[src/rtl/er_pkg.sv]
package er_pkg;
    localparam int ST_W      = 32;
    localparam int B_SPSEL   = 0;
    localparam int B_MRES    = 1;
    localparam int B_LVL_LO  = 2;
    localparam int B_EXEC    = 4;
    localparam int B_MASK_LO = 6;
    localparam int B_MASK_HI = 9;
    localparam int B_ILL     = 20;
    localparam int B_FLG_LO  = 28;
    localparam int B_FLG_HI  = 31;

    typedef enum logic [1:0] {
        RK_WIDE   = 2'd0,
        RK_NARROW = 2'd1,
        RK_BAD    = 2'd2
    } ret_kind_e;

    typedef struct packed {
        ret_kind_e kind;
        logic      tgt_bank;
    } ret_dec_t;

    function automatic ret_dec_t classify(input logic [ST_W-1:0] sv);
        ret_dec_t d;
        logic [1:0] lvl;
        lvl = sv[B_LVL_LO+1:B_LVL_LO];
        d.tgt_bank = 1'b0;
        if (sv[B_EXEC]) begin
            d.kind = RK_NARROW;
        end else if (lvl > 2'd1 || sv[B_MRES] || (lvl == 2'd0 && sv[B_SPSEL])) begin
            d.kind = RK_BAD;
        end else begin
            d.kind     = RK_WIDE;
            d.tgt_bank = lvl[0];
        end
        return d;
    endfunction

    function automatic logic [ST_W-1:0] keep_mask();
        logic [ST_W-1:0] m;
        m = '1;
        m[B_FLG_HI:B_FLG_LO]   = '0;
        m[B_MASK_HI:B_MASK_LO] = '0;
        return m;
    endfunction
endpackage

[src/rtl/er_decode.sv]
module er_decode
    import er_pkg::*;
(
    input  logic [ST_W-1:0] saved_status,
    output ret_dec_t        dec
);
    always_comb dec = classify(saved_status);
endmodule

[src/rtl/er_sp_select.sv]
module er_sp_select
    import er_pkg::*;
#(
    parameter int XLEN = 64
) (
    input  logic            cur_sel,
    input  logic [XLEN-1:0] live_sp,
    input  logic [XLEN-1:0] bank_sp0,
    input  logic [XLEN-1:0] bank_sp1,
    input  ret_dec_t        dec,
    output logic [XLEN-1:0] sp_next
);
    localparam int NUM_LVL = 2;

    logic [NUM_LVL-1:0][XLEN-1:0] raw;
    logic [NUM_LVL-1:0][XLEN-1:0] fwd;

    assign raw[0] = bank_sp0;
    assign raw[1] = bank_sp1;

    for (genvar g = 0; g < NUM_LVL; g++) begin : g_fwd
        assign fwd[g] = (cur_sel == 1'(g)) ? live_sp : raw[g];
    end

    always_comb begin
        unique case (dec.kind)
            RK_WIDE:   sp_next = fwd[dec.tgt_bank];
            RK_NARROW: sp_next = fwd[0];
            default:   sp_next = live_sp;
        endcase
    end
endmodule

[src/rtl/er_result_mux.sv]
module er_result_mux
    import er_pkg::*;
#(
    parameter int XLEN = 64
) (
    input  ret_dec_t        dec,
    input  logic [ST_W-1:0] saved_status,
    input  logic [ST_W-1:0] cur_status,
    input  logic [XLEN-1:0] ret_addr,
    output logic [ST_W-1:0] status_next,
    output logic [XLEN-1:0] pc_next
);
    localparam logic [ST_W-1:0] KEEP = keep_mask();

    always_comb begin
        status_next = saved_status;
        pc_next     = ret_addr;
        unique case (dec.kind)
            RK_NARROW: pc_next[0] = 1'b0;
            RK_BAD: begin
                status_next        = (cur_status & KEEP) | (saved_status & ~KEEP);
                status_next[B_ILL] = 1'b1;
            end
            default: ;
        endcase
    end
endmodule

[src/rtl/er_return_unit.sv]
module er_return_unit
    import er_pkg::*;
#(
    parameter int XLEN = 64
) (
    input  logic            clk,
    input  logic            rst,
    input  logic            ret_valid,
    input  logic [31:0]     saved_status,
    input  logic [XLEN-1:0] ret_addr,
    input  logic [31:0]     cur_status,
    input  logic [XLEN-1:0] live_sp,
    input  logic [XLEN-1:0] bank_sp0,
    input  logic [XLEN-1:0] bank_sp1,
    output logic            out_valid,
    output logic            out_illegal,
    output logic [31:0]     out_status,
    output logic [XLEN-1:0] out_pc,
    output logic [XLEN-1:0] out_sp,
    output logic            bank_we,
    output logic            bank_sel,
    output logic [XLEN-1:0] bank_wdata,
    output logic            excl_clr
);
    ret_dec_t        dec;
    logic [ST_W-1:0] status_n;
    logic [XLEN-1:0] pc_n;
    logic [XLEN-1:0] sp_n;

    er_decode u_dec (
        .saved_status(saved_status),
        .dec         (dec)
    );

    er_sp_select #(.XLEN(XLEN)) u_sp (
        .cur_sel (cur_status[B_SPSEL]),
        .live_sp (live_sp),
        .bank_sp0(bank_sp0),
        .bank_sp1(bank_sp1),
        .dec     (dec),
        .sp_next (sp_n)
    );

    er_result_mux #(.XLEN(XLEN)) u_mux (
        .dec         (dec),
        .saved_status(saved_status),
        .cur_status  (cur_status),
        .ret_addr    (ret_addr),
        .status_next (status_n),
        .pc_next     (pc_n)
    );

    always_ff @(posedge clk) begin
        if (rst) begin
            out_valid   <= 1'b0;
            out_illegal <= 1'b0;
            out_status  <= '0;
            out_pc      <= '0;
            out_sp      <= '0;
            bank_we     <= 1'b0;
            bank_sel    <= 1'b0;
            bank_wdata  <= '0;
            excl_clr    <= 1'b0;
        end else begin
            out_valid <= ret_valid;
            bank_we   <= ret_valid;
            excl_clr  <= ret_valid;
            if (ret_valid) begin
                out_illegal <= (dec.kind == RK_BAD);
                out_status  <= status_n;
                out_pc      <= pc_n;
                out_sp      <= sp_n;
                bank_sel    <= cur_status[B_SPSEL];
                bank_wdata  <= live_sp;
            end else begin
                out_illegal <= 1'b0;
            end
        end
    end
endmodule

[config.mk]
export PLATFORM = sky130hd
export DESIGN_NAME = er_return_unit
export DESIGN_NICKNAME = d
export VERILOG_FILES = /design/src/rtl/er_pkg.sv /design/src/rtl/er_decode.sv /design/src/rtl/er_sp_select.sv /design/src/rtl/er_result_mux.sv /design/src/rtl/er_return_unit.sv
export SDC_FILE = /design/constraint.sdc
export NUM_CORES = 1
export LEC_CHECK = 0
export ABC_AREA = 1
export BUFFER_PORTS_ARGS = -buffer_cell sky130_fd_sc_hd__buf_2
export CAP_MARGIN = 20
export CORE_AREA = 4 4 215 217
export DETAILED_ROUTE_END_ITERATION = 12
export DIE_AREA = 0 0 219 221
export MAX_ROUTING_LAYER = met4
export PLACE_DENSITY = 0.56
export SYNTH_ARGS = -nofsm -noshare
export SYNTH_HDL_FRONTEND = slang
export SYNTH_SLANG_ARGS = --single-unit
[constraint.sdc]
create_clock -name clk -period 3.2 [get_ports clk]
set_input_delay 0.96 -clock clk [delete_from_list [all_inputs] [get_ports clk]]
set_output_delay 0.96 -clock clk [all_outputs]
set_load 0.005 [all_outputs]
**Word-level counts from Yosys, hierarchy flattened**

Cells that the tools add are included.

- Eq/ne operators: 2
- $lt $le $gt $ge: 2
- Multiplexer cells: 11
- Reduce and logical (&&, ||, !) cells: 6
- Bitwise gates (word level): 2

Operator list:

| cell | number |
|---|---|
| $mux W64 | 4 |
| $pmux W64 S2 | 1 |
| $mux W32 | 1 |
| $or A28 B32 Y32 | 1 |
| $logic_not A2 Y1 | 2 |
| $mux W2 | 2 |
| $mux W1 | 3 |
| $eq A2 B1 Y1 const B | 1 |
| $eq A2 B2 Y1 const B | 1 |
| $gt A2 B1 Y1 const B | 1 |
| $logic_or A1 B1 Y1 | 2 |
| $lt A1 B2 Y1 const B | 1 |
| $reduce_or A2 Y1 | 1 |
| $logic_and A1 B1 Y1 | 1 |
| $not A1 Y1 | 1 |

- Bits of input ports: 323
- Register bits: 227
- Word-level logic and storage cells: 30

**Longest topological paths before layout**

- Word-level depth: 8
- Depth in mapped cells: 9

**Hierarchy**

From an unflattened synthesis, not the netlist that was laid out.

- Cells, all modules: 2696
- Area total of the unflattened synthesis: 15179.6 um2

By module, submodules not included:

| module | area an instance (um2) | times used | cells an instance | sequential area each (um2) |
|---|---|---|---|---|
| er_return_unit | 9366.5 | 1 | 1434 | 4544.4 |
| er_sp_select | 4792.1 | 1 | 1103 | 0.0 |
| er_result_mux | 984.7 | 1 | 152 | 0.0 |
| er_decode | 36.3 | 1 | 7 | 0.0 |

**Least setup slack after synthesis**

No wires, ideal clock.

- Path kind: in2reg
- From: in cur_status[0]
- To: reg out_sp[10]
- Library setup time: 0.119 ns
- Cell stages on the path: 9
- Required time: 3.081 ns
- Slack: 1.284 ns
- Path buffers: 3
- Arrival: 1.797 ns
- Cells stage by stage: buf_2 > inv_1 > buf_2 > buf_2 > nand2_1 > nand3_1 > nand2_1 > nor2_1 > a21oi_1

- Cells in the longest elaborated chain, start to end: 4

Ends and longest elaborated chain:

| item | line | RTL |
|---|---|---|
| start: declaration | er_return_unit.sv:11 | `input logic [31:0] cur_status,` |
| $mux W64 | er_sp_select.sv:22 | `assign fwd[g] = (cur_sel == 1'(g)) ? live_sp : raw[g];` |
| $mux W64 (implied by the code) (2 in series) | er_sp_select.sv:27 | `RK_WIDE: sp_next = fwd[dec.tgt_bank];` |
| $pmux W64 S2 * | er_sp_select.sv:26 | `unique case (dec.kind)` |
| end signal: assignment | er_return_unit.sv:72 | `out_sp <= sp_n;` |
| end: declaration | er_return_unit.sv:19 | `output logic [XLEN-1:0] out_sp,` |

Mark *: on every way between the ends. The rest lies on a longest branch, timed or not. The select of a mux whose other input is x is not followed.
A chain may end at the register's enable or synchronous reset.

**Final worst setup path**

- From: reg bank_wdata[30]
- To: out bank_wdata[30]

RTL lines:

| item | line | RTL |
|---|---|---|
| start: declaration | er_return_unit.sv:22 | `output logic [XLEN-1:0] bank_wdata,` |
| start signal: assignment | er_return_unit.sv:74 | `bank_wdata <= live_sp;` |

No word-level cell between the ends.

==> metrics.txt <==
status=finished clean; CTS H-tree lvls=1; CP Data Required Time=2.24 ns; hold_buf cts=0; kind of cell adding the most delay to the critical path=flip-flops; Post-Synth XOR/XNOR Area=0%; Synth Area in Compound Gates=15.9%; pin count of the biggest net entering global routing=158; Synth Area per Inst=5.94 µm²; P per Cell Area=479 nW/µm²; number of global-route vias before repair=14.2k; die footprint=48400 µm²; Static Leak=9.04 nW; crit path max-delay cell type=dfxtp_1; I/O Pins=552; Core Util, Final=36.6%; post-route insts no fill=3113; Register Area=4540 µm²; Yosys warning total=0; share of layout cells above drive strength 1=24.5%; vias per cell=4.67; number of synthesized register bits=227; total negative slack=0 ns; syn_nets=2365; Final Critical Period=2.05 ns; post-route ant nets=0; dpl hpwl=35700 µm; grt total ovfl=0; Final #Nets=2813; crit-path max FO=2; Buffers & Inverters on Critical Path=1; multiplexer share of the synthesized area=0%; CP endpoint kind=primary output; wire length per cell=16.6 µm; RSZ-0062 raised after global routing=no; critical-path cell list=buf_2; area grow syn2layout=33.3%; worst hold-check path type=flip-flop to flip-flop; Worst Clk Skew=0 ns; placed cells=3052; crit-path max cell delay=0.38 ns; postcts setup bufs=0; largest family of logic cells by synthesized area=simple AND/OR/NAND/NOR gates; synthesized area=12100 µm²; startpoint type of the worst setup path=flip-flop; Max rail drop VDD=369 µV; Die W=219 µm; hold_ws=0.478 ns; worst-margin pin slew=0.993 ns; initial antenna violation count=17; worst skew pair latency=0.57 ns; fin. max-slew vios=0; DRT iter0 DRCs=845; DRC violations left=0; # setup viols final=0; post-CTS resize count=0; CTS root buf=clkbuf_16; GPL Wtd Cong=0.861; Syn Inst Count=2042; final worst-path cycle share=64.1%; area of the multi-input gates=6170 µm²; Starting Density=27.5%; CTS Buf Count=28; CTS tree=yes; fill count=4963; Worst-path clk slew=0.06 ns; critical path class=flip-flop to primary output; worst path arrival time=1.09 ns; max cap viols=0; slew margin rel.=33.8%; post-synthesis sequential area ratio=37.5%; clk buf depth=3; Synth Area in Adders=0%; die extent in y=221 µm; synthesized-area fraction occupied by and/or/nand/nor cells=34.9%; f_max=488 MHz; Rows=77; total detailed-routing wirelength=51800 µm; # port buffers=542; core area=44100 µm²; clk sink count=227; first-pass GRT wire length=79200 µm; vias=14.5k; synth unique cells=18; endpoints failing hold=0; gr usage total=20.8%; iteration count of the initial detailed-routing pass=7
==> stage by stage <==
stage,setup WS (ns),instance area [µm²],power [mW]
after CTS,1.10,16100,7.84
after detailed placement,0.680,15200,4.64
after global placement,0.715,15200,4.61
after floorplan,1.28,12100,3.95
final,1.15,16200,7.75
after global routing,1.09,16200,8.16
==> where the power goes <==
group          internal (mW)  switching, mW
Combinational          0.568          0.868
Clock                   1.86           1.31
Sequential              3.03         0.0994
==> cell type report <==
class	count	share of cell area (%)
inverters	200	4.68
clock buffers	40	5.11
well taps	592	4.58
diodes	11	0.170
repair buffers	561	18.6
multi-input cells	1472	38.2
flip-flops and latches	227	28.1
clock inverters	10	0.534
==> tightest hold or removal path, cell delays in order (launching register included) <==
cell and delay, ns:
dfxtp_1 0.31, nand3_1 0.07, nand2_1 0.05
==> path summary, 6_finish.rpt <==
check                       from              to  slack (ns)  depth (start not counted)
setup / recovery  bank_wdata[30]  bank_wdata[30]        1.15                          1
hold / removal         out_pc[0]       out_pc[0]        0.48                          2
setup reg to reg      out_sp[50]      out_sp[50]        2.51                          2
hold reg to reg        out_pc[0]       out_pc[0]        0.48                          2
==> cell usage after synthesis <==
| library cell | count | area, µm² |
|---|---|---|
| nand4_2 | 1 | 12.5 |
| buf_2 | 56 | 280 |
| a31oi_1 | 21 | 131 |
| inv_2 | 3 | 11.3 |
| clkbuf_1 | 69 | 259 |
| nand3_2 | 1 | 10.0 |
| nor2_1 | 465 | 1750 |
| nor3_1 | 1 | 5.00 |
| inv_1 | 196 | 736 |
| dfxtp_1 | 227 | 4540 |
| buf_4 | 16 | 120 |
| nand2_2 | 1 | 6.26 |
| nand3_1 | 86 | 430 |
| nand2_1 | 538 | 2020 |
| a21oi_1 | 134 | 671 |
| buf_6 | 2 | 22.5 |
| o21ai_0 | 224 | 1120 |
| clkinv_1 | 1 | 3.75 |
==> cells in the final DEF (no fill, tap or decap), drive strengths merged <==
cell	count
a31oi	21
nor3	1
nor2	465
nand4	1
dfxtp	227
clkinv	9
buf	561
nand3	87
nand2	539
inv	200
diode	11
o21ai	224
bufinv	1
a21oi	134
clkbuf	40
==> state kept, by name, summed over array words and instances (netlist names) <==
signal	count
bank_sel	1
excl_clr	1
out_status	32
out_sp	64
out_illegal	1
bank_wdata	64
out_pc	64
==> logic make-up (layout without fill, tap and decap cells) <==
| group | after synthesis | in the layout |
|---|---|---|
| compound gates | 379 | 379 |
| flops | 227 | 227 |
| simple gates | 1093 | 1093 |
| buf+inv | 343 | 811 |
| other cells | 0 | 11 |
==> routing by layer <==
layer	vias up	GRT usage, %	wire [µm]
met1	6695	24.1	21000
met5	-	-	0
met3	87	5.35	4410
met4	0	5.95	1230
met2	520	35.3	25100
li1	7246	-	-
(Power assumes the default switching activity.)
